$ cat src/rtl/rx_status_fifo.sv
module rx_status_fifo #(
  parameter int DEPTH = 64,
  parameter int DW    = 8
) (
  input  logic          clk,
  input  logic          rst_n,
  input  logic          fifo_en,
  input  logic          ch_valid,
  input  logic [DW-1:0] ch_data,
  input  logic          ch_perr,
  input  logic          ch_ferr,
  input  logic          ch_brk,
  input  logic          line_idle,
  input  logic          rx_rd,
  input  logic          stat_rd,
  output logic [DW-1:0] rx_data,
  output logic [7:0]    line_stat
);
  localparam int AW = (DEPTH > 1) ? $clog2(DEPTH) : 1;
  localparam int CW = $clog2(DEPTH + 1);
  localparam int EW = DW + 3;

  logic [EW-1:0] mem [DEPTH];
  logic [AW-1:0] wr_ptr, rd_ptr;
  logic [CW-1:0] cnt, err_cnt;
  logic          ovr, brk_armed;

  wire [CW-1:0] cap       = fifo_en ? CW'(DEPTH) : CW'(1);
  wire          empty     = (cnt == '0);
  wire          full      = (cnt >= cap);
  wire          pop       = rx_rd && !empty;
  wire          brk_drop  = fifo_en && ch_brk && !brk_armed;
  wire          arrive    = ch_valid && !brk_drop;
  wire          push      = arrive && (!full || pop);
  wire          ovr_set   = arrive && !push;
  wire          tag_in    = ch_perr | ch_ferr | ch_brk;
  wire [EW-1:0] head      = mem[rd_ptr];
  wire          tag_out   = |head[EW-1:DW];

  function automatic logic [AW-1:0] nxt(input logic [AW-1:0] p);
    return (p == AW'(DEPTH - 1)) ? '0 : p + AW'(1);
  endfunction

  always_ff @(posedge clk)
    if (push) mem[wr_ptr] <= {ch_brk, ch_ferr, ch_perr, ch_data};

  always_ff @(posedge clk or negedge rst_n) begin
    if (!rst_n) begin
      wr_ptr    <= '0;
      rd_ptr    <= '0;
      cnt       <= '0;
      err_cnt   <= '0;
      ovr       <= 1'b0;
      brk_armed <= 1'b1;
    end else begin
      if (push) wr_ptr <= nxt(wr_ptr);
      if (pop)  rd_ptr <= nxt(rd_ptr);
      cnt     <= cnt + CW'(push) - CW'(pop);
      err_cnt <= err_cnt + CW'(push && tag_in) - CW'(pop && tag_out);
      if (ovr_set)      ovr <= 1'b1;
      else if (stat_rd) ovr <= 1'b0;
      if (fifo_en && ch_valid && ch_brk) brk_armed <= 1'b0;
      else if (line_idle)                brk_armed <= 1'b1;
    end
  end

  assign rx_data   = empty ? '0 : head[DW-1:0];
  assign line_stat = {err_cnt != '0, 2'b00,
                      empty ? 3'b000 : head[EW-1:DW], ovr, !empty};

  p_cap_r3: assert property (@(posedge clk) disable iff (!rst_n)
    cnt <= CW'(DEPTH));

  p_drop_on_full_r4: assert property (@(posedge clk) disable iff (!rst_n)
    (ch_valid && !brk_drop && full && !rx_rd) |=> (cnt == $past(cnt)) && line_stat[1]);

  p_ovr_clear_r5: assert property (@(posedge clk) disable iff (!rst_n)
    (stat_rd && !ovr_set) |=> !line_stat[1]);

  p_errcnt_r7: assert property (@(posedge clk) disable iff (!rst_n)
    err_cnt <= cnt);

  p_last_pop_r2: assert property (@(posedge clk) disable iff (!rst_n)
    (rx_rd && !ch_valid && cnt == CW'(1)) |=> !line_stat[0]);

  p_brk_once_r8: assert property (@(posedge clk) disable iff (!rst_n)
    (ch_valid && brk_drop && !rx_rd) |=> (cnt == $past(cnt)) && ($past(ovr) || !ovr));
endmodule

$ cat config.mk
export PLATFORM = sky130hd
export DESIGN_NAME = rx_status_fifo
export DESIGN_NICKNAME = d
export VERILOG_FILES = /design/src/rtl/rx_status_fifo.sv
export SDC_FILE = /design/constraint.sdc
export NUM_CORES = 1
export LEC_CHECK = 0
export ABC_AREA = 1
export ABC_CLOCK_PERIOD_IN_PS = 4570
export BUFFER_PORTS_ARGS = -buffer_cell sky130_fd_sc_hd__buf_4
export CORE_UTILIZATION = 40
export CTS_BUF_LIST = sky130_fd_sc_hd__clkbuf_4
export DETAILED_ROUTE_END_ITERATION = 6
export SLEW_MARGIN = 25
export SYNTH_ARGS = -nofsm -noshare
export SYNTH_HDL_FRONTEND = slang
export SYNTH_SLANG_ARGS = --single-unit
$ cat constraint.sdc
create_clock -name clk -period 4.57 [get_ports clk]
set_input_delay 0 -clock clk [delete_from_list [all_inputs] [get_ports clk]]
set_output_delay 0 -clock clk [all_outputs]
set_load 0.05 [all_outputs]
# [Word level (Yosys, flattened, before mapping)]
# Memories as Yosys holds them, arrays and structs flattened.
# Index checks and enable logic that the tools add are counted.
[totals] out_inout_bits=16 reg_bits=28 ram_bits=704 word_cells=50 mem_bits_ro=0 latch_bits=0 n_memories=1 in_bits=18
[memory_table] memory="mem" depth=64 width=11 rd=1 rd_clocked_by_memory_dff=0 wr=1 line="23" text="logic [EW-1:0] mem [DEPTH];"
[classes] n_reduce_logical=21 n_mux=11 eq_ne=2 n_div=0 n_addsub=6 multipliers=0 n_shift=0 bitwise=2 n_lt_le_gt_ge=1
[op_table] cell="adder 7 x 1 -> 7 bit" n=2
[op_table] cell="subtractor 7 x 1 -> 7 bit" n=2
[op_table] cell="adder 6 x 1 -> 6 bit, second input constant" n=2
[op_table] cell="equality test 6 bit, second input constant" n=2
[op_table] cell="two-way mux 6 bit" n=2
[op_table] cell="logical AND 1 bit" n=10
[op_table] cell="two-way mux 8 bit" n=1
[op_table] cell="greater-or-equal comparator 7 bit" n=1
[op_table] cell="zero test 7 bit" n=1
[op_table] cell="two-way mux 7 bit" n=1
[op_table] cell="nonzero test 7 bit" n=1
[op_table] cell="two-way mux 1 bit" n=6
[op_table] cell="zero test 1 bit" n=5
[op_table] cell="nonzero test 2 bit" n=2
[op_table] cell="two-way mux 3 bit" n=1
[op_table] cell="OR reduction 3 bit" n=1
[op_table] cell="bitwise OR 1 bit" n=2
[op_table] cell="logical OR 1 bit" n=1

# [Longest topological paths before layout]
# Gate-level depths: netlist of the first run.
[logic_depth] ltp_word=8 ltp_mapped=28 ltp_nobuf=26

# [Worst setup path after synthesis of the first run]
# OpenSTA, ideal clock, no wires.
[synth_timing] path_kind="flip-flop to flip-flop" startpoint="register cnt[4]" endpoint="register err_cnt[6]" required_ns=4.491 path_stages_with_launch=21 setup_time_ns=0.079 n_path_buf=1 slack_ns=1.060 t_arrival_ns=3.431 period_less_slack_ns=3.510 cell_sequence="dfrtp_1 > inv_1 > ha_1 > nand3_1 > nand2_2 > nand2_1 > nand2_1 > inv_2 > buf_2 > o31ai_1 > ha_1 > inv_1 > ha_1 > fa_1 > nand3_1 > and2_1 > inv_1 > a21oi_1 > nor2_1 > nor2_1 > xor2_1"
[synth_between] elab_chain_len=8 elab_cells_between_ends=11 classes_between="add/sub: 2; order compare: 1; reduce/logical: 8"
[synth_lines] item="start, declared" line="25" text="logic [CW-1:0] cnt, err_cnt;"
[synth_lines] item="start signal, assigned" line="58" text="cnt <= cnt + CW'(push) - CW'(pop);"
[synth_lines] item="zero test 7 bit (*)" line="29" text="wire empty = (cnt == '0);"
[synth_lines] item="zero test 1 bit (*)"
[synth_lines] item="named net line_stat[0]" line="17" text="output logic [7:0] line_stat"
[synth_lines] item="logical AND 1 bit (*)" line="31" text="wire pop = rx_rd && !empty;"
[synth_lines] item="logical OR 1 bit" line="34" text="wire push = arrive && (!full || pop);"
[synth_lines] item="logical AND 1 bit" line="34"
[synth_lines] item="logical AND 1 bit" line="59" text="err_cnt <= err_cnt + CW'(push && tag_in) - CW'(pop && tag_out);"
[synth_lines] item="adder 7 x 1 -> 7 bit" line="59"
[synth_lines] item="subtractor 7 x 1 -> 7 bit (*)" line="59"
[synth_lines] item="end signal, assigned" line="59"
[synth_lines] item="end, declared" line="25"
# The timed path passes the listed nets; every way through them passes the cells marked *.
# A chain may end at the register's enable or synchronous reset.

# [Final worst setup path of the first run]
[layout_timing] startpoint="register rd_ptr[0]" endpoint="output rx_data[3]"
[layout_between] elab_chain_len=2
[layout_lines] item="start, declared" line="24" text="logic [AW-1:0] wr_ptr, rd_ptr;"
[layout_lines] item="start signal, assigned" line="57" text="if (pop) rd_ptr <= nxt(rd_ptr);"
[layout_lines] item="memory (64 x 11 bit)"
[layout_lines] item="two-way mux 8 bit" line="67" text="assign rx_data = empty ? '0 : head[DW-1:0];"
[layout_lines] item="end, declared" line="16" text="output logic [DW-1:0] rx_data,"
# Every way passes these cells.

==> results.md, run 1 <==
- The startpoint class of the critical path is a flop.
- The total power divided by cell area is 583 nW/um2.
- The global-route usage over all layers is 20.3%.
- The share of cells above drive strength 1 is around 16%.
- The number of global-route vias before repair is roughly 20000.
- The number of I/O pins is 34.
- The count of final max-slew check failures is 0.
- The largest fanout on the critical path is 90.
- The library cell used as clock root buffer is sky130_fd_sc_hd__clkbuf_4.
- The DRC marker count from the first detailed-route iteration is approximately 1800.
- For the worst-skew pair, the clock arrives at the later sink with an insertion delay of between 1 and 1.5 ns.
- The peak clock frequency supported by timing is approximately 240 MHz.
- After layout, the design draws a total of 20.1 mW.
- Detailed routing inserted a total of ~20000 vias.
- For this run, the post-layout net count is 2769.
- At the pin with the least slew margin, the transition time is a little under 1 ns.
- The source of the worst hold timing path is ch_data[4].
- The first-pass GRT wire length is 119000 um.
- On the worst path, the slowest cell contributes a delay of 0.56 ns.
- In the synthesized netlist, the number of instances is roughly 2500.
- Entering global routing, the biggest net connects approximately 110 pins.
- The global placer's final weighted congestion is between 0.8 and 0.9.
- The vertical die dimension is approximately 280 um.
- The arrival time of data at the critical path endpoint is roughly 4.2 ns.
- In this run, synthesis inferred 704 flip-flops with an integrated enable.
- Counting instances, the worst hold path has a depth of 2.
- The longest clock path from root to sink contains 3 buffers.
- Summing all multi-input logic gate instances after layout gives slightly above 7000 um2.
- The worst-case IR drop observed on VDD is between 0.7 and 0.8 mV.
- The total count of hold-check failures in the final report is 0.
- The number of max-cap violations is 0.
- In this run the tightest slew margin relative to its limit is a little over a third.
- Summed over all layers, the routed wires come to between 70000 and 80000 um.
- The summed instance area of the synthesized netlist is slightly above 30000 um2.
- The setup TNS is 0 ns.
- The CTS sink count is approximately 730.
- Traced cell by cell, the critical path runs through inv_8, buf_12, buf_4, o21ai_0, o211ai_1, nand3_1, nand3_1, nand2_1, nand2_1, inv_1, a21oi_1, buf_4.
- The proportion of register bits with asynchronous set or reset after synthesis is under 10%.
- The setup skew after layout is approximately 0.086 ns.
- The endpoint of the worst-slack reg-to-reg timing path is err_cnt[6].
- For this configuration, the core starts out at a cell density of 40.6%.
- Global routing consumed, on the met2 layer, about a third of the routing resources.
- The floorplan step defined a die boundary enclosing 76900 um2.
- For this run the aggregate overflow at the end of global routing stands at 0.
- The share of synthesized area occupied by flip-flops and latches is 72.0%.
- Synthesis inferred ~730 register bits.
- The first detailed-routing pass took 5 iterations.
- The placed wire-length estimate after detailed placement is around 44000 um.
- The placed standard-cell area is 31800 um2.
- The met1 capacity usage during global routing is between 20% and 30%.
- The sort of element at the end of the critical path is a primary output.
- The flow ran to the end, and the final reports show no timing, DRC or antenna violations.
- The flip-flop and latch area is approximately 22000 um2.
- The setup check on the worst reg-to-reg path leaves a slack of about 0.40 ns.
- Global routing consumed, on the met3 layer, around 4.2% of the routing resources.
- The wire length per cell is between 20 and 25 um.
- In this run the critical register-to-register path is launched from rd_ptr[0].
- At the worst endpoint, the required time is 4.57 ns.
- The destination of the worst hold path is mem[11][4].
- The leakage power of the design is around 12 nW.
- The clock transition time at the flip-flop clock pins of the worst setup and hold paths is around 0.070 ns.
- Among all flip-flop cells after synthesis, the most frequent one is sky130_fd_sc_hd__edfxtp_1.
- The filler cells instantiated in the layout total around 6800.
- The ratio of routed vias to standard cells is approximately 5.2.
- The class of the most critical hold timing path is in2reg.
- The post-synthesis average cell area is 12.1 um2.
- The number of distinct library cell variants in the gate-level netlist after synthesis is 42.
- The number of I/O port buffers is 31.
- The final setup violation count is 0.
- Counting cells, the worst reg-to-reg path comes to 25.
- The total area inside the core boundary comes to around 75000 um2.
- Setup repair after global routing left no endpoint under its margin.
- The layer flagged by global routing as most heavily used is met2.
- The number of antenna violations at the first check in global routing is 4.
- The floorplan has 100 rows.
- In the routed design, unresolved DRC markers number 0.
- By startpoint and endpoint, the worst setup path is classified as reg2out.
- In the finished design, the share of the clock period the worst path needs comes to 92.3%.
- CTS built an H-tree with a depth of 4.
- The synthesis-to-finish area growth is 13.8%.
- From left edge to right edge, the die measures about 280 um.
- For this design, the slowest cell found on the critical path is sky130_fd_sc_hd__dfrtp_4.
- Once detail routing completed, the nets flagged for antenna violations numbered 0.
- Summing all non-filler instances in the final layout gives an area of 34500 um2.
- The number of clock buffers added by TritonCTS is ~190.
- The worst path in the final design needs a cycle of 4.22 ns, including I/O delays and setup.
- The CTS tree is done.
- Yosys printed 0 warnings.
Yosys cell counts (all sizes together) (6+ instances only):
library cell	number	share of area [%]
o211ai	56	1.4
or2	6	0.12
buf	115	2.6
clkbuf	33	0.41
dfrtp	27	2.2
o22ai	67	1.4
nor2	492	6.1
nand4	10	0.21
xor2	15	0.43
o221ai	6	0.17
nand3	127	2.1
o21ai	318	5.2
edfxtp	704	70
nand2	360	4.5
a21oi	32	0.53
nor3	7	0.17
inv	96	1.2
ha	24	0.99
cell families after synthesis:
group                    synth area share (%)
AO/OA/AOI/OAI                            8.86
AND/OR/NAND/NOR                          13.2
XOR/XNOR                                0.462
adder cells (fa/ha/maj)                  1.12
buffers and inverters                    4.27
flip-flops                               72.0
other                                  0.0124
state kept, by name, indices dropped and copies added (netlist names):
name	flops
mem	704
cnt	7
err_cnt	7
rd_ptr	6
wr_ptr	6
brk_armed	1
ovr	1
where the power goes:
group,internal (mW),leakage [nW],switching [mW],total (mW)
clock network,2.91,1.41,2.57,5.48
logic,1.99,4.27,4.80,6.79
registers,7.66,6.65,0.200,7.86
total,12.6,12.3,7.57,20.1
critical path, delay by kind of cell (launching register included):
kind | cells | cell delay, ns
and+or+nand+nor | 4 | 0.56
buffers and inverters | 5 | 1.40
AOI/OAI and AO/OA | 3 | 0.67
DFF | 1 | 0.56
metrics by stage:
step,hold slack [ns],setup WS [ns],instances,util (%)
floorplan,-0.296,1.06,2513,-
global placement,-0.0494,0.346,3476,42.6
detailed placement,-0.0329,0.362,3476,42.6
CTS,0.0374,0.172,3832,46.2
global route,0.0890,0.0977,3836,46.2
finish,0.136,0.352,3840,46.2
worst max-delay path by stage:
stage               from  depth (start not counted)    endpoint
2_1_floorplan     cnt[4]                         20  err_cnt[6]
3_3_place_gp   rd_ptr[0]                         25  err_cnt[6]
3_5_place_dp   rd_ptr[0]                         25  err_cnt[6]
4_1_cts        rd_ptr[0]                         11  rx_data[0]
5_1_grt        rd_ptr[0]                         25  err_cnt[6]
6_report       rd_ptr[0]                         12  rx_data[3]
layout by cell type (no fill, tap or decap), drive strengths merged:
| cell | n |
|---|---|
| edfxtp | 704 |
| nor2 | 492 |
| nand2 | 360 |
| o21ai | 318 |
| clkbuf | 282 |
| buf | 143 |
| nand3 | 127 |
| inv | 98 |
| o22ai | 67 |
| o211ai | 56 |
| clkinv | 41 |
| a21oi | 32 |
| dlygate4sd3 | 28 |
| dfrtp | 27 |
| ha | 24 |
| xor2 | 15 |
| nand4 | 10 |
| diode | 8 |
| nor3 | 7 |
| o221ai | 6 |
| or2 | 6 |
| and2 | 2 |
| fa | 2 |
| conb | 2 |
| clkinvlp | 2 |
| bufinv | 2 |
| a31oi | 1 |
| o21bai | 1 |
| xnor2 | 1 |
| a21o | 1 |
| nand3b | 1 |
| o31ai | 1 |
| and3 | 1 |
| a21boi | 1 |
| a22oi | 1 |
| dfstp | 1 |
layer usage:
layer / wire length [um] / part of all wire (%) / vias up
li1: - / - / 9450
met1: 32700 / 42 / 9824
met2: 37100 / 48 / 694
met3: 5220 / 6.8 / 127
met4: 2270 / 2.9 / 0
met5: 0 / 0 / -
layout make-up:
class | instances | area share [%]
clock buffers | 282 | 6.13
diodes | 8 | 0.0580
repair buffers | 171 | 4.33
well taps | 969 | 3.51
inverters | 98 | 1.09
multi-input cells | 1535 | 20.9
clock inverters | 45 | 0.714
flip-flops and latches | 732 | 63.3
timing repair:
item	4_1_cts	5_1_grt
endpoints found under the setup margin	0	2
hold buffers	29	0
buffers inserted	0	0
gates resized for setup	0	1
endpoints found under the hold margin	755	0
Power figures use the tool's default switching activity.
==> inputs of run 2 (changes only) <==
--- a/config.mk
+++ b/config.mk
@@ -9,7 +9,6 @@
 export ABC_CLOCK_PERIOD_IN_PS = 4570
 export BUFFER_PORTS_ARGS = -buffer_cell sky130_fd_sc_hd__buf_4
 export CORE_UTILIZATION = 40
-export CTS_BUF_LIST = sky130_fd_sc_hd__clkbuf_4
 export DETAILED_ROUTE_END_ITERATION = 6
 export SLEW_MARGIN = 25
 export SYNTH_ARGS = -nofsm -noshare
==> results.md, run 2 (synthesized netlist as in run 1, its figures left out) <==
- The peak clock frequency supported by timing is 235 MHz (was 237 MHz).
- The internal power is 13.1 mW (was 12.6 mW).
- The total core area is 74700 um2 (unchanged).
- The placed wire-length estimate after detailed placement is 44300 um (unchanged).
- The final setup violation count is 0 (unchanged).
- The worst slew margin relative to its limit came to 35.8% (was 35.2%).
- The ratio of final minimum period to clock period was 93.0% (was 92.3%).
- The worst supply voltage drop on vdd is 0.617 mV (was 0.795 mV).
- The count of final max-slew check failures came to 0 (unchanged).
- The global-route usage over all layers was 19.9% (was 20.3%).
- The number of I/O pins is 34 (unchanged).
- The initial core utilization is 40.6% (unchanged).
- The number of global-route vias before repair is 19206 (was 20245).
- The arrival time of data at the critical path endpoint is 4.80 ns (was 4.22 ns).
- The number of antenna violations at the first check in global routing is 2 (was 4).
- The source of the worst hold timing path is ch_data[2] (was ch_data[4]).
- The die width came to 277 um (unchanged).
- The share of total power consumed by net switching came to 36.6% (was 37.6%).
- The first-pass GRT wire length is 117000 um (was 119000 um).
- The clock buffer count from CTS was 78 (was 187).
- Run status: complete, no violations (unchanged).
- The slew at the pin closest to its max-slew limit is 0.963 ns (was 0.972 ns).
- The startpoint class of the critical path was a flop (unchanged).
- The destination of the worst hold path is mem[20][2] (was mem[11][4]).
- The total congestion overflow was 0 (unchanged).
- The CTS sink count came to 732 (unchanged).
- The number of remaining DRC errors is 0 (unchanged).
- The synthesis-to-finish area growth is 13.5% (was 13.8%).
- The number of nets in the layout is 2646 (was 2769).
- The setup TNS is 0 ns (unchanged).
- Top flop regs: mem (704), cnt (7), err_cnt (7) (unchanged).
- The first-pass iteration count of the detailed router is 5 (unchanged).
- The clock transition time at the flip-flop clock pins of the worst setup and hold paths is 0.06 ns (was 0.07 ns).
- The routed via count is 19302 (was 20095).
- The leakage power of the design came to 12.1 nW (was 12.3 nW).
- The number of flip-flops under the largest register name is 704 (unchanged).
- The most frequent standard cell in the layout excluding fill and tap cells is sky130_fd_sc_hd__edfxtp_1 (unchanged).
- The largest register by flop count is mem (unchanged).
- The wire length per cell is 21.0 um (was 20.1 um).
- The pin count of the biggest net entering global routing was 106 (unchanged).
- The kind of critical path is reg2reg (was reg2out).
- The final design area excluding fillers is 34400 um2 (was 34500 um2).
- The largest fanout on the critical path is 90 (unchanged).
- The global placer's final weighted congestion is 0.848 (unchanged).
- The total power divided by cell area is 600 nW/um2 (was 583 nW/um2).
- The final routed wirelength across all metal layers came to 76200 um (was 77300 um).
- The number of placement rows came to 100 (unchanged).
- The clock network latency to the later pin of the worst-skew pair is 0.63 ns (was 1.06 ns).
- The library cell used as clock root buffer was sky130_fd_sc_hd__clkbuf_16 (was sky130_fd_sc_hd__clkbuf_4).
- The vertical die dimension is 277 um (unchanged).
- The number of max-cap violations came to 0 (unchanged).
- RSZ-0062 raised after global routing: false (unchanged).
- The number of setup buffers added after CTS came to 0 (unchanged).
- The combinational cell fraction of total power is 32.7% (was 33.7%).
- The placed standard-cell area is 31800 um2 (unchanged).
- The DRC marker count from the first detailed-route iteration is 1890 (was 1752).
- The endpoint of the worst-slack reg-to-reg timing path is err_cnt[6] (unchanged).
- The critical path required time is 5.12 ns (was 4.57 ns).
- The length in cells of the worst reg-to-reg path was 25 (unchanged).
- The sort of element at the end of the critical path is a flop (was primary output).
- The CTS tree is done (unchanged).
- The part of the total power dissipated in the clock network is 29.2% (was 27.2%).
- The depth of the CTS H-tree is 3 (was 4).
- The setup skew after layout came to 0.0193 ns (was 0.0864 ns).
- The worst-case register-to-register setup slack was 0.32 ns (was 0.40 ns).
- The area of the die is 76900 um2 (unchanged).
- The share of total power in sequential cells is 38.1% (was 39.0%).
- The source of the worst register-to-register timing path is rd_ptr[0] (unchanged).
- The post-detailed-route count of antenna-violating nets is 0 (unchanged).
- The ratio of routed vias to standard cells is 5.31 (was 5.23).
- The minimum period implied by the final worst setup slack came to 4.25 ns (was 4.22 ns).
- The total design power was 20.6 mW (was 20.1 mW).
- The class of the most critical hold timing path was in2reg (unchanged).
- The share of cells above drive strength 1 was 10.1% (was 15.9%).
- The net switching power is 7.55 mW (was 7.57 mW).
- The total count of hold-check failures in the final report is 0 (unchanged).
- Leading cell types in the layout, fill and taps excluded: sky130_fd_sc_hd__edfxtp_1, sky130_fd_sc_hd__nor2_1, sky130_fd_sc_hd__nand2_1 (unchanged).
- The cell depth of the worst min-delay path is 1 (was 2).
- The number of I/O port buffers came to 31 (unchanged).
- The deepest clock path buffer count is 3 (unchanged).
## run 2: worst max path at each step
stage	startpoint	endpoint	slack (ns)	cells after the start
5_1_grt	rd_ptr[0]	err_cnt[6]	0.04	25
4_1_cts	rd_ptr[0]	err_cnt[6]	0.32	25
3_3_place_gp	rd_ptr[0]	err_cnt[6]	0.35	25
2_1_floorplan	cnt[4]	err_cnt[6]	1.06	20
3_5_place_dp	rd_ptr[0]	err_cnt[6]	0.36	25
6_report	rd_ptr[0]	err_cnt[6]	0.32	25
## run 2: layout make-up
| type | count | area, um2 |
|---|---|---|
| clock buffers | 98 | 2070 |
| fillers | 6669 | 40300 |
| multi-input cells | 1535 | 7200 |
| flip-flops and latches | 732 | 21900 |
| well taps | 969 | 1210 |
| diodes | 2 | 5.00 |
| repair buffers | 157 | 1350 |
| clock inverters | 41 | 358 |
| inverters | 98 | 378 |
## run 2: through the flow
stage / utilization (%) / cells / worst slack (ns) / hold slack (ns)
final: 46.1 / 3632 / 0.318 / 0.00921
after global routing: 46.1 / 3630 / 0.0401 / 0.0268
after CTS: 46.1 / 3630 / 0.320 / 0.00268
after detailed placement: 42.6 / 3476 / 0.362 / -0.0329
after global placement: 42.6 / 3476 / 0.346 / -0.0494
after floorplan: - / 2513 / 1.06 / -0.296
## run 2: what timing repair did
| item | CTS | global route |
|---|---|---|
| resized for setup | 0 | 0 |
| endpoints found under the hold margin | 154 | 0 |
| hold buffers | 15 | 0 |
## run 2: critical path, cell delays in order, from the launching register on
cell                      delay (ns)
sky130_fd_sc_hd__dfrtp_4        0.56
sky130_fd_sc_hd__inv_8          0.46
sky130_fd_sc_hd__buf_4          0.39
sky130_fd_sc_hd__nand2_1        0.09
sky130_fd_sc_hd__nand2_1        0.07
sky130_fd_sc_hd__nand2_1        0.05
sky130_fd_sc_hd__nand3_1        0.09
sky130_fd_sc_hd__nand3_1        0.09
sky130_fd_sc_hd__nand2_1        0.15
sky130_fd_sc_hd__nand2_1        0.07
sky130_fd_sc_hd__nor2_1         0.23
sky130_fd_sc_hd__nor2_1         0.10
sky130_fd_sc_hd__nand3_1        0.11
sky130_fd_sc_hd__nand2_1        0.06
sky130_fd_sc_hd__inv_1          0.10
sky130_fd_sc_hd__ha_1           0.13
sky130_fd_sc_hd__inv_1          0.04
sky130_fd_sc_hd__ha_1           0.20
sky130_fd_sc_hd__fa_1           0.44
sky130_fd_sc_hd__nand3_1        0.10
sky130_fd_sc_hd__and2_1         0.15
sky130_fd_sc_hd__inv_1          0.05
sky130_fd_sc_hd__a21oi_1        0.12
sky130_fd_sc_hd__nor2_1         0.05
sky130_fd_sc_hd__nor2_1         0.11
sky130_fd_sc_hd__xor2_1         0.15
## run 2: power by group through the flow
stage               registers [mW]  logic [mW]  clock network, mW
finish                        7.86        6.74               6.04
global route                  7.89        7.41               6.38
CTS                           7.86        6.76               6.13
detailed placement            8.00        6.71                  0
global placement              7.99        6.66                  0
floorplan                     7.90        4.60                  0
## run 2: layer usage
metal,vias to the layer above,part of all wire [%],GRT usage [%]
li1,9078,-,-
met1,9576,44,26.9
met2,525,47,32.2
met3,123,5.8,3.61
met4,0,3.1,6.75
met5,-,0,0
==> inputs of run 3 (changes only) <==
--- a/config.mk
+++ b/config.mk
@@ -5,11 +5,10 @@
 export SDC_FILE = /design/constraint.sdc
 export NUM_CORES = 1
 export LEC_CHECK = 0
-export ABC_AREA = 1
 export ABC_CLOCK_PERIOD_IN_PS = 4570
-export BUFFER_PORTS_ARGS = -buffer_cell sky130_fd_sc_hd__buf_4
 export CORE_UTILIZATION = 40
 export DETAILED_ROUTE_END_ITERATION = 6
+export DONT_BUFFER_PORTS = 1
 export SLEW_MARGIN = 25
 export SYNTH_ARGS = -nofsm -noshare
 export SYNTH_HDL_FRONTEND = slang
==> results.md, run 3 <==
- Run status: complete, no violations (unchanged).
- The most frequent standard cell in the layout excluding fill and tap cells was sky130_fd_sc_hd__edfxtp_1 (unchanged).
- The routed via count is 13525 (was 19302).
- The minimum period implied by the final worst setup slack is 4.23 ns (was 4.25 ns).
- The ratio of final minimum period to clock period was 92.6% (was 93.0%).
- The number of antenna violations at the first check in global routing is 4 (was 2).
- The placed standard-cell area came to 30400 um2 (was 31800 um2).
- Leading cell types by total area after synthesis: sky130_fd_sc_hd__edfxtp_1, sky130_fd_sc_hd__mux4_2, sky130_fd_sc_hd__dfrtp_1 (was sky130_fd_sc_hd__edfxtp_1, sky130_fd_sc_hd__nor2_1, sky130_fd_sc_hd__o21ai_0).
- The summed instance area of the synthesized netlist is 28800 um2 (was 30300 um2).
- The post-synthesis average cell area was 22.0 um2 (was 12.1 um2).
- The kind of critical path is reg2reg (unchanged).
- The critical path required time is 5.09 ns (was 5.12 ns).
- The final design area excluding fillers came to 33400 um2 (was 34400 um2).
- The placed wire-length estimate after detailed placement was 39600 um (was 44300 um).
- RSZ-0062 raised after global routing: false (unchanged).
- The count of fill cells added during filler insertion is 5917 (was 6669).
- The leakage power of the design was 10.6 nW (was 12.1 nW).
- The top cell type by total area after synthesis is sky130_fd_sc_hd__edfxtp_1 (unchanged).
- The share of cells above drive strength 1 was 29.6% (was 10.1%).
- The share of synthesized area occupied by flip-flops and latches is 75.7% (was 72.0%).
- The area share of xor/xnor cells in the synthesized design is 0.516% (was 0.462%).
- The number of remaining DRC errors is 0 (unchanged).
- The global placer's final weighted congestion is 0.827 (was 0.848).
- Most frequent cells after synthesis: sky130_fd_sc_hd__edfxtp_1, sky130_fd_sc_hd__mux4_2, sky130_fd_sc_hd__nor2_1 (was sky130_fd_sc_hd__edfxtp_1, sky130_fd_sc_hd__nor2_1, sky130_fd_sc_hd__nand2_1).
- The multi-input logic area is 6620 um2 (was 7200 um2).
- The setup skew after layout is 0.0243 ns (was 0.0193 ns).
- The first-pass GRT wire length is 96900 um (was 117000 um).
- The DRC marker count from the first detailed-route iteration came to 1376 (was 1890).
- The startpoint class of the critical path is a flop (unchanged).
- The maximum single-stage delay on the critical path is 0.65 ns (was 0.56 ns).
- The main combinational cell family by area after synthesis was multiplexers (was simple AND/OR/NAND/NOR gates).
- The die width was 271 um (was 277 um).
- The worst supply voltage drop on vdd was 0.623 mV (was 0.617 mV).
- The number of placement rows is 98 (was 100).
- The library cell used as clock root buffer is sky130_fd_sc_hd__clkbuf_16 (unchanged).
- The total congestion overflow was 0 (unchanged).
- Walking the worst path, the cells encountered are buf_12, buf_4, mux4_2, mux2i_1, and2_0, o31a_1, a31oi_1, ha_1, inv_1, ha_1, fa_1, a21oi_1, nor2_1, o21ai_0, a21oi_1, nor2_1, xnor2_1.
- The ratio of routed vias to standard cells is 5.51 (was 5.31).
- The count of final max-slew check failures was 0 (unchanged).
- The number of instances resized during post-cts repair is 0 (unchanged).
- The total core area is 71400 um2 (was 74700 um2).
- The fraction of synthesized area in multiplexers came to 17.3% (was 0%).
- The area of the die was 73200 um2 (was 76900 um2).
- The number of setup buffers added after CTS is 0 (unchanged).
- The peak clock frequency supported by timing came to 236 MHz (was 235 MHz).
- The deepest clock path buffer count is 3 (unchanged).
- The final routed wirelength across all metal layers is 64900 um (was 76200 um).
- The largest fanout on the critical path was 45 (was 90).
- The depth of the CTS H-tree is 3 (unchanged).
- The number of distinct library cell variants in the gate-level netlist after synthesis is 53 (was 42).
- Leading cell types in the layout, fill and taps excluded: sky130_fd_sc_hd__edfxtp_1, sky130_fd_sc_hd__mux4_2, sky130_fd_sc_hd__buf_4 (was sky130_fd_sc_hd__edfxtp_1, sky130_fd_sc_hd__nor2_1, sky130_fd_sc_hd__nand2_1).
- The flip-flop and latch area is 21900 um2 (about the same).
- The number of nets in the layout is 1484 (was 2646).
- The number of inserted diodes is 0 (was 2).
- The worst slew margin relative to its limit is 38.9% (was 35.8%).
- The clock network latency to the later pin of the worst-skew pair was 0.61 ns (was 0.63 ns).
- The number of instances in the synthesized netlist is 1313 (was 2512).
- The slowest cell on the critical path is sky130_fd_sc_hd__dfrtp_4 (unchanged).
- The number of warning messages in the yosys log was 0 (unchanged).
- The proportion of register bits with asynchronous set or reset after synthesis came to 3.83% (unchanged).
- The vertical die dimension came to 271 um (was 277 um).
- The setup TNS came to 0 ns (unchanged).
- The post-synthesis sequential element count is 732 (unchanged).
- The number of I/O pins is 34 (unchanged).
- The number of max-cap violations is 0 (unchanged).
- The simple-gate area share of the yosys netlist is 2.45% (was 13.2%).
- The number of I/O port buffers was 0 (was 31).
- The wire length per cell is 26.5 um (was 21.0 um).
- The arrival time of data at the critical path endpoint is 4.75 ns (was 4.80 ns).
- The synthesis-to-finish area growth is 15.9% (was 13.5%).
- The number of global-route vias before repair is 14058 (was 19206).
- The number of flip-flops under the largest register name came to 704 (unchanged).
- The setup slack after placement is 0.351 ns (was 0.362 ns).
- The length in cells of the worst reg-to-reg path was 17 (was 25).
- The first-pass iteration count of the detailed router came to 4 (was 5).
- The number of synthesized flops with an enable pin came to 704 (unchanged).
- The slew at the pin closest to its max-slew limit was 0.913 ns (was 0.963 ns).
- The class of the most critical hold timing path is in2reg (unchanged).
- The complex-gate fraction of the synthesized area came to 1.38% (was 8.86%).
- The initial core utilization is 40.4% (was 40.6%).
- The least setup slack across all paths after layout was 0.339 ns (was 0.318 ns).
- The quantity of hold-fixing buffers added after cts is 31 (was 15).
- The portion of synthesized cell area occupied by the leading cell type is 73.3% (was 69.7%).
- The total power divided by cell area was 580 nW/um2 (was 600 nW/um2).
- The CTS sink count came to 732 (unchanged).
- The pin count of the biggest net entering global routing came to 67 (was 106).
- The largest register by flop count is mem (unchanged).
- The cell depth of the worst min-delay path is 2 (was 1).
- The CTS tree is done (unchanged).
- The clock transition time at the flip-flop clock pins of the worst setup and hold paths is 0.06 ns (about the same).
- The post-detailed-route count of antenna-violating nets came to 0 (unchanged).
- The clock buffer count from CTS is 76 (was 78).
- Top flop regs: mem (704), cnt (7), err_cnt (7) (unchanged).
- The share of synthesized cell area in full adder, half adder and majority cells was 1.18% (was 1.12%).
- The sort of element at the end of the critical path is a flop (unchanged).
- The most common flop cell mapped by yosys is sky130_fd_sc_hd__edfxtp_1 (unchanged).
- The total count of hold-check failures in the final report came to 0 (unchanged).
- The global-route usage over all layers is 18.2% (was 19.9%).
- The final setup violation count is 0 (unchanged).
- The leading cell type by number of instances after synthesis is sky130_fd_sc_hd__edfxtp_1 (unchanged).
-- run 3: changes by cell type after synthesis, moves of 18 or more --
| cell | previous run | this run |
|---|---|---|
| sky130_fd_sc_hd__buf_4 | 31 | 13 |
| sky130_fd_sc_hd__o21ai_0 | 279 | 7 |
| sky130_fd_sc_hd__nor2_1 | 491 | 86 |
| sky130_fd_sc_hd__buf_6 | 25 | 1 |
| sky130_fd_sc_hd__nand3_1 | 127 | 10 |
| sky130_fd_sc_hd__nand2_1 | 359 | 28 |
| sky130_fd_sc_hd__inv_1 | 91 | 23 |
| sky130_fd_sc_hd__o211ai_1 | 56 | 1 |
| sky130_fd_sc_hd__mux4_2 | 0 | 216 |
| sky130_fd_sc_hd__o22ai_1 | 67 | 3 |
| sky130_fd_sc_hd__buf_2 | 53 | 15 |
| sky130_fd_sc_hd__o21ai_1 | 39 | 0 |
| sky130_fd_sc_hd__a21oi_1 | 32 | 13 |
-- run 3: final timing paths --
path,slack (ns),end,startpoint
max,0.34,err_cnt[6],rd_ptr[1]
min in group asynchronous,0.55,wr_ptr[0],rst_n
max in group asynchronous,3.82,rd_ptr[1],rst_n
max reg2reg,0.34,err_cnt[6],rd_ptr[1]
min,0.03,brk_armed,ch_valid
min reg2reg,0.53,err_cnt[0],err_cnt[0]
-- run 3: report_power, final --
group	leakage, nW	internal (mW)	switching (mW)
sequential	6.66	7.63	0.304
clock	1.21	3.62	2.51
combinational	2.77	2.23	3.08
total	10.6	13.5	5.89
-- run 3: kinds of logic (layout without fill, tap and decap cells) --
kind of cell	count (synthesis)	count (layout)
DFF	732	732
buffers and inverters	92	282
adders and majority gates	26	26
other	1	2
and+or+nand+nor	159	159
xor gates and xnor gates	17	17
muxes	227	227
AOI/OAI and AO/OA	59	59
-- run 3: worst max-delay path, delay by kind of cell (launching register included) --
family	cells	cell delay, ns
buffers and inverters	3	0.74
AOI/OAI and AO/OA	5	0.68
adders and majority gates	3	0.93
DFF	1	0.65
muxes	2	0.56
and+or+nand+nor	3	0.36
xor gates and xnor gates	1	0.12
-- run 3: layer usage --
metal	vias up	GRT usage (%)	share of wire [%]
met2	398	28.2	48
met5	-	0	0.043
met3	83	3.83	5.8
li1	5723	-	-
met1	7317	26.4	45
met4	4	4.37	1.6
-- run 3: metrics by stage --
stage	instances	power [mW]	hold slack, ns	utilization, %
after detailed placement	2281	13.3	-0.295	42.6
after global routing	2454	20.1	0.0127	46.8
after floorplan	1314	11.6	-0.296	-
final	2454	19.4	0.0324	46.8
after global placement	2281	13.2	-0.295	42.6
after CTS	2454	19.6	0.00390	46.8
-- run 3: final cells by class --
| cell class | instances | area share [%] |
|---|---|---|
| inverters | 25 | 0.281 |
| multi-input cells | 490 | 19.8 |
| well taps | 950 | 3.56 |
| clock buffers | 108 | 6.30 |
| flip-flops and latches | 732 | 65.4 |
| clock inverters | 34 | 1.09 |
| repair buffers | 115 | 3.60 |
